`src/rtl/pcg_pkg.sv`:
```
package pcg_pkg;
  typedef enum logic [1:0] {
    MUX_1TO1  = 2'b00,
    MUX_2TO1  = 2'b01,
    MUX_4TO1  = 2'b10,
    MUX_4TO1B = 2'b11
  } mux_mode_e;

  localparam int unsigned MUX_W = 2;
endpackage

```
`src/rtl/pcg_wrap_counter.sv`:
```
module pcg_wrap_counter #(
  parameter int unsigned CNT_W = 5
) (
  input  logic             clk_i,
  input  logic             rst_ni,
  output logic [CNT_W-1:0] cnt_o,
  output logic             wrap_o
);
  logic [CNT_W-1:0] cnt_q, cnt_d;

  always_comb begin
    cnt_d = cnt_q + 1'b1;
  end

  always_ff @(posedge clk_i or negedge rst_ni) begin
    if (!rst_ni) cnt_q <= '0;
    else         cnt_q <= cnt_d;
  end

  assign cnt_o  = cnt_q;
  assign wrap_o = &cnt_q;
endmodule

```
`src/rtl/pcg_setting_hold.sv`:
```
module pcg_setting_hold #(
  parameter int unsigned W = 2
) (
  input  logic         clk_i,
  input  logic         rst_ni,
  input  logic         en_i,
  input  logic [W-1:0] d_i,
  output logic [W-1:0] q_o
);
  logic [W-1:0] hold_q, hold_d;

  always_comb begin
    hold_d = hold_q;
    if (en_i) hold_d = d_i;
  end

  always_ff @(posedge clk_i or negedge rst_ni) begin
    if (!rst_ni) hold_q <= '0;
    else         hold_q <= hold_d;
  end

  assign q_o = hold_q;
endmodule

```
`src/rtl/pcg_strobe_gen.sv`:
```
module pcg_strobe_gen
  import pcg_pkg::*;
#(
  parameter int unsigned DIV_SEL_W = 2,
  parameter int unsigned CNT_W     = (1 << DIV_SEL_W) + 1
) (
  input  logic                 clk_i,
  input  logic                 rst_ni,
  input  logic [CNT_W-1:0]     cnt_i,
  input  logic [MUX_W-1:0]     act_mux_i,
  input  logic [DIV_SEL_W-1:0] act_div_i,
  output logic                 load_o,
  output logic                 prog_o
);
  localparam int unsigned NTAP = 1 << DIV_SEL_W;

  logic [NTAP-1:0] taps;
  logic            load_d, prog_d;
  logic            load_q, prog_q;

  for (genvar g = 0; g < NTAP; g++) begin : g_tap
    assign taps[g] = ~cnt_i[g+1];
  end

  always_comb begin
    unique case (mux_mode_e'(act_mux_i))
      MUX_1TO1: load_d = 1'b1;
      MUX_2TO1: load_d = ~cnt_i[0];
      default:  load_d = ~cnt_i[1];
    endcase
    prog_d = taps[act_div_i];
  end

  always_ff @(posedge clk_i or negedge rst_ni) begin
    if (!rst_ni) begin
      load_q <= 1'b0;
      prog_q <= 1'b0;
    end else begin
      load_q <= load_d;
      prog_q <= prog_d;
    end
  end

  assign load_o = load_q;
  assign prog_o = prog_q;
endmodule

```
`src/rtl/pcg_shift_gate.sv`:
```
module pcg_shift_gate (
  input  logic clk_i,
  input  logic rst_ni,
  input  logic shift_clk_i,
  input  logic blank_i,
  output logic sck_prev_o,
  output logic gate_o,
  output logic shift_o
);
  logic sck_q, gate_q, shift_q;
  logic rise, gate_d, shift_d;

  always_comb begin
    rise    = shift_clk_i & ~sck_q;
    gate_d  = rise ? ~blank_i : gate_q;
    shift_d = shift_clk_i & gate_d;
  end

  always_ff @(posedge clk_i or negedge rst_ni) begin
    if (!rst_ni) begin
      sck_q   <= 1'b0;
      gate_q  <= 1'b0;
      shift_q <= 1'b0;
    end else begin
      sck_q   <= shift_clk_i;
      gate_q  <= gate_d;
      shift_q <= shift_d;
    end
  end

  assign sck_prev_o = sck_q;
  assign gate_o     = gate_q;
  assign shift_o    = shift_q;
endmodule

```
`src/rtl/pix_clk_strobes.sv`:
```
module pix_clk_strobes
  import pcg_pkg::*;
#(
  parameter int unsigned DIV_SEL_W = 2
) (
  input  logic                 clk_i,
  input  logic                 rst_ni,
  input  logic [1:0]           mux_mode_i,
  input  logic [DIV_SEL_W-1:0] div_sel_i,
  input  logic                 shift_clk_i,
  input  logic                 blank_i,
  output logic                 load_o,
  output logic                 prog_o,
  output logic                 shift_o
);
  localparam int unsigned CNT_W = (1 << DIV_SEL_W) + 1;

  logic [CNT_W-1:0]     cnt_q;
  logic                 wrap;
  logic [MUX_W-1:0]     act_mux;
  logic [DIV_SEL_W-1:0] act_div;
  logic                 sck_q;
  logic                 gate_q;

  pcg_wrap_counter #(.CNT_W(CNT_W)) u_cnt (
    .clk_i  (clk_i),
    .rst_ni (rst_ni),
    .cnt_o  (cnt_q),
    .wrap_o (wrap)
  );

  pcg_setting_hold #(.W(MUX_W)) u_mux_hold (
    .clk_i  (clk_i),
    .rst_ni (rst_ni),
    .en_i   (wrap),
    .d_i    (mux_mode_i),
    .q_o    (act_mux)
  );

  pcg_setting_hold #(.W(DIV_SEL_W)) u_div_hold (
    .clk_i  (clk_i),
    .rst_ni (rst_ni),
    .en_i   (wrap),
    .d_i    (div_sel_i),
    .q_o    (act_div)
  );

  pcg_strobe_gen #(.DIV_SEL_W(DIV_SEL_W), .CNT_W(CNT_W)) u_strobe (
    .clk_i     (clk_i),
    .rst_ni    (rst_ni),
    .cnt_i     (cnt_q),
    .act_mux_i (act_mux),
    .act_div_i (act_div),
    .load_o    (load_o),
    .prog_o    (prog_o)
  );

  pcg_shift_gate u_gate (
    .clk_i       (clk_i),
    .rst_ni      (rst_ni),
    .shift_clk_i (shift_clk_i),
    .blank_i     (blank_i),
    .sck_prev_o  (sck_q),
    .gate_o      (gate_q),
    .shift_o     (shift_o)
  );
endmodule

```
`config.mk`:
```
export PLATFORM = sky130hd
export DESIGN_NAME = pix_clk_strobes
export DESIGN_NICKNAME = d
export VERILOG_FILES = /design/src/rtl/pcg_pkg.sv /design/src/rtl/pcg_wrap_counter.sv /design/src/rtl/pcg_setting_hold.sv /design/src/rtl/pcg_strobe_gen.sv /design/src/rtl/pcg_shift_gate.sv /design/src/rtl/pix_clk_strobes.sv
export SDC_FILE = /design/constraint.sdc
export NUM_CORES = 1
export LEC_CHECK = 0
export ABC_AREA = 1
export CAP_MARGIN = 10
export CORE_MARGIN = 2
export CORE_UTILIZATION = 30
export CTS_CLUSTER_SIZE = 10
export DETAILED_ROUTE_END_ITERATION = 10
export GPL_ROUTABILITY_DRIVEN = 0
export PLACE_DENSITY = 0.58
export SYNTH_ARGS = -nofsm -noshare
export SYNTH_HDL_FRONTEND = slang
export SYNTH_HIERARCHICAL = 1
export SYNTH_SLANG_ARGS = --single-unit
export TNS_END_PERCENT = 20
```
`constraint.sdc`:
```
create_clock -name clk_i -period 1.5 [get_ports clk_i]
set_clock_uncertainty 0.05 [all_clocks]
set_input_delay 0.15 -clock clk_i [delete_from_list [all_inputs] [get_ports clk_i]]
set_output_delay 0.15 -clock clk_i [all_outputs]
set_load 0.02 [all_outputs]
```
### Word-level counts from Yosys, hierarchy flattened

Cells that the tools add are included.

| cells by class | value |
|---|---|
| $add $sub $neg | 1 |
| $lt $le $gt $ge | 1 |
| equality and inequality tests | 1 |
| mux-type cells | 4 |
| bitwise operators | 9 |
| reduce and logical (&&, ||, !) cells | 2 |

Operators with widths:

| kind | number |
|---|---|
| $not A1 Y1 | 7 |
| $add A5 B1 Y5 const B | 1 |
| $reduce_and A5 Y1 | 1 |
| $lt A2 B3 Y1 const B | 1 |
| $and A1 B1 Y1 | 2 |
| $bmux W1 S2 | 1 |
| $eq A2 B1 Y1 const B | 1 |
| $logic_not A2 Y1 | 1 |
| $mux W1 | 2 |
| $pmux W1 S2 | 1 |

| storage, ports and cells | value |
|---|---|
| register bits after elaboration | 14 |
| bits of input ports | 8 |
| output and inout port bits | 3 |
| logic and storage cells | 26 |

### Depth between registers and ports, before layout

| logic depth | value |
|---|---|
| word-level depth | 4 |
| mapped depth | 7 |
| depth with buffers taken out | 7 |

### Modules after synthesis

Netlist, hierarchy kept.

By module, submodules not included:

| module | instances | cells an instance | area an instance (µm²) | seq. area each (µm²) |
|---|---|---|---|---|
| pcg_wrap_counter | 1 | 16 | 192.7 | 125.1 |
| pcg_setting_hold | 2 | 9 | 76.3 | 50.0 |
| pcg_shift_gate | 1 | 12 | 115.1 | 75.1 |
| pcg_strobe_gen | 1 | 14 | 101.3 | 50.0 |

### Worst setup path before layout

OpenSTA, ideal clock, no wires.

| timing path | value |
|---|---|
| path kind | register to register |
| start | register u_cnt.cnt_q[0] (netlist: u_cnt/cnt_o[0]) |
| end | register u_div_hold.hold_q[0] (netlist: u_div_hold/q_o[0]) |
| library setup time | 117 ps |
| data arrival time | 1,070 ps |
| required time | 1,333 ps |
| slack | 263 ps |
| stages on the path, launching flop included | 8 |
| path buffers | 0 |
| period minus slack after synthesis | 1,237 ps |
| path through | dfrtp_1 -> ha_1 -> nand2_1 -> nor2_1 -> ha_1 -> inv_1 -> nand2_1 -> nand2_1 |

| on the way | value |
|---|---|
| word-level cells in the longest chain between the ends | 1 |

Ends and longest elaborated chain:

| item | RTL line | RTL |
|---|---|---|
| from (decl) | pcg_wrap_counter.sv:9 | `logic [CNT_W-1:0] cnt_q, cnt_d;` |
| from (signal assigned) | pcg_wrap_counter.sv:17 | `else cnt_q <= cnt_d;` |
| $reduce_and A5 Y1 | pcg_wrap_counter.sv:21 | `assign wrap_o = &cnt_q;` |
| named net wrap | pix_clk_strobes.sv:19 | `logic wrap;` |
| to (signal assigned) | pcg_setting_hold.sv:19 | `else hold_q <= hold_d;` |
| to (decl) | pcg_setting_hold.sv:10 | `logic [W-1:0] hold_q, hold_d;` |

The timed path passes the listed nets, and every way through them passes these cells.
A chain may end at the register's enable or synchronous reset.

### Worst setup path after layout

| timing path | value |
|---|---|
| start | register u_strobe.load_q (netlist: u_strobe/load_o) |
| end | output port load_o |

RTL lines:

| item | RTL line | RTL |
|---|---|---|
| from (decl) | pcg_strobe_gen.sv:19 | `logic load_q, prog_q;` |
| from (signal assigned) | pcg_strobe_gen.sv:39 | `load_q <= load_d;` |
| to (decl) | pix_clk_strobes.sv:12 | `output logic load_o,` |

No word-level cell between the ends.

==> summary.txt <==
Run status
  – Run status: completed

Finish
  – Final nets: 87
  – ANT cells: 0
  – Fill cells: roughly 170
  – FF+latch area: 350 um^2
  – Multi-input logic area: 174 um^2
  – Share of cells above drive strength 1: 9.33%
  – Post-route core utilization: about two fifths
  – Area delta synth->final: 30.1%

Clocking
  – Clock buffer count from CTS: 3
  – # clock sinks: 14
  – CTS tree: built
  – H-tree depth: 1
  – Worst-Skew Late Latency: 0.27 ns
  – Post-cts gate resize count: 0
  – Post-CTS Hold Fix Bufs: 0
  – Clock slew at reported path FFs: 0.08 ns
  – Root buf cell: clkbuf_4
  – Total setup buffers inserted after CTS: 0
  – CTS Buffer Depth: 2

STA
  – Actual slew at the worst max-slew pin: 0.211 ns
  – Fin Hold WS: 0.128 ns
  – Final Hold Viols: 0
  – Period Utilization, post-route: a little over 90%
  – Final setup fails: 0
  – RSZ-0062 raised after global routing: false
  – Slew Viols, Final: 0
  – Achievable Freq: 722 MHz
  – Period minus WS final: 1.38 ns
  – Fin Setup TNS: 0 ns
  – Final worst slack: between 0.1 and 0.15 ns
  – Slew margin rel.: between 80% and 90%

Pwr
  – Pwr dens: 909 nW/um^2
  – Clock power share: 30.5%
  – Overall power: 664 uW
  – Logic pwr share: 9.7%
  – Leak pwr: 0.000364 uW
  – Sw Pwr: 146 uW
  – Max rail drop VDD: 0.335 mV
  – Internal power: slightly above 500 uW
  – Reg power frac: roughly three fifths
  – Net switching fraction of the power: a little over a fifth

Synth
  – Avg Cell Area, Syn: 9.36 um^2
  – Syn Inst Count: 60
  – Most common cell in the synthesized netlist: nand2_1
  – Asr flop ratio synth: 100%
  – Synth unique cells: 11
  – Ys flop type: dfrtp_1
  – Top cells by count, synth: nand2_1 (24), dfrtp_1 (14), inv_1 (10)
  – Sequential element share of the synthesized area: 62.4%
  – Yosys top cell area share: 62.4%
  – Yosys warns: 6
  – Post-Syn Area: 562 um^2
  – #FFs+latches synth: 14
  – Yosys top cell by area: dfrtp_1
  – Cells taking the most area after synthesis: dfrtp_1 (62%), nand2_1 (16%), inv_1 (6.7%)
  – Syn nets: 70
  – Post-synth EDFFs: 0

Critical path
  – Crit path max-delay cell type: clkdlybuf4s50_1
  – Startpoint types: flip-flop
  – CP max FO: 1
  – Worst setup EP type: output port
  – Family with the most delay on the worst path: buffers and inverters
  – Buf+Inv Stages, Crit Path: 1
  – Delay of the slowest critical-path stage: 0.59 ns
  – Worst setup path start: u_strobe/load_o
  – Worst-path cell chain: clkdlybuf4s50_1
  – Critical Path AT: 1.18 ns
  – Crit Path Class: reg2out
  – Reg-to-reg startpoint: u_cnt/cnt_o[1]
  – Critical Path RT: 1.30 ns

Job
  – Max-cap viol count: 0

Global route
  – Gr usage total: 10.6%
  – Initial antenna violation count: 0
  – Number of global-route vias before repair: just under 400
  – Largest net degree at the start of global routing: 15
  – First-pass GRT wire length: 1550 um
  – Global route overflow: 0

Die
  – Die area: 2230 um^2
  – IO Pins: 11
  – Core area: ~1700 um^2
  – Initial core utilization: about a third
  – Die H: 47.3 um
  – Site row count: 15
  – Die X: 47.3 um

Detailed routing
  – Via density: 3.88
  – Vias: 388
  – Wire length per cell: 8.59 um
  – Pre-antenna DRT Iters: 2
  – Total wire length: 859 um
  – Initial drt markers: 2
  – DRC: 0
  – DRT antenna net count: 0

Place
  – Dpl ws: roughly 0.14 ns
  – Port Buffers: 10

Min path
  – Worst Hold Class: in2async
[placed cells by master, fill, tap and decap left out]
cell,synthesis,routed
clkbuf_4,0,3
nand3_1,4,4
xor2_1,1,1
inv_1,10,10
clkdlybuf4s50_1,0,10
dfrtp_1,14,14
o21a_1,1,1
nand2_2,1,1
ha_1,2,2
nor2_1,1,1
nand4_1,1,1
nor2_2,1,1
nand2_1,24,24
buf_4,0,2
[final timing paths]
check,depth (start not counted),endpoint,slack [ns]
max,1,load_o,0.12
min,2,u_mux_hold/q_o[0],0.13
max reg2reg,7,u_div_hold/q_o[0],0.14
min reg2reg,2,u_mux_hold/q_o[0],0.43
max in group asynchronous,2,u_cnt/cnt_o[1],1.11
min in group clk_i,1,u_gate/sck_prev_o,0.35
[routing by layer]
metal  track usage (%)  part of all wire, %
met2              16.2                   46
met3              1.54                  3.1
met1              11.7                   48
met4              11.7                  2.2
met5                 0                    0
[layout make-up]
type / count / area share (%)
multi-input combinational: 36 / 23.8
inverter: 10 / 5.14
tap: 25 / 4.28
clock buffer: 3 / 3.08
timing repair buffer: 12 / 15.8
sequential: 14 / 47.9
[state kept, by name (all words and copies together), names as in the netlist]
register and flops:
u_cnt/cnt_o 5, u_div_hold/q_o 2, u_gate/gate_o 1, u_gate/sck_prev_o 1, u_gate/shift_o 1, u_mux_hold/q_o 2, u_strobe/load_o 1, u_strobe/prog_o 1
[through the flow]
step / std cells / instance area [um^2]
5_1_grt: 100 / 731
6_report: 100 / 731
4_1_cts: 100 / 731
3_3_place_gp: 97 / 708
3_5_place_dp: 97 / 708
2_1_floorplan: 60 / 562
[power groups by stage]
| stage | logic (uW) | registers, uW | clock network (uW) |
|---|---|---|---|
| 2_1_floorplan | 20.1 | 410 | 0 |
| 3_3_place_gp | 64.9 | 405 | 0 |
| 3_5_place_dp | 65.4 | 405 | 0 |
| 4_1_cts | 65.5 | 398 | 219 |
| 5_1_grt | 72.4 | 400 | 229 |
| 6_report | 64.2 | 398 | 202 |
[cells by family after synthesis]
kind of cell,count (synthesis),synth area share [%]
fa+ha+maj,2,4.45
flops,14,62.4
compound gates,1,1.34
buf+inv,10,6.68
simple gates,32,23.6
xor+xnor,1,1.56
Note: power is estimated with default switching activity, not from simulation.
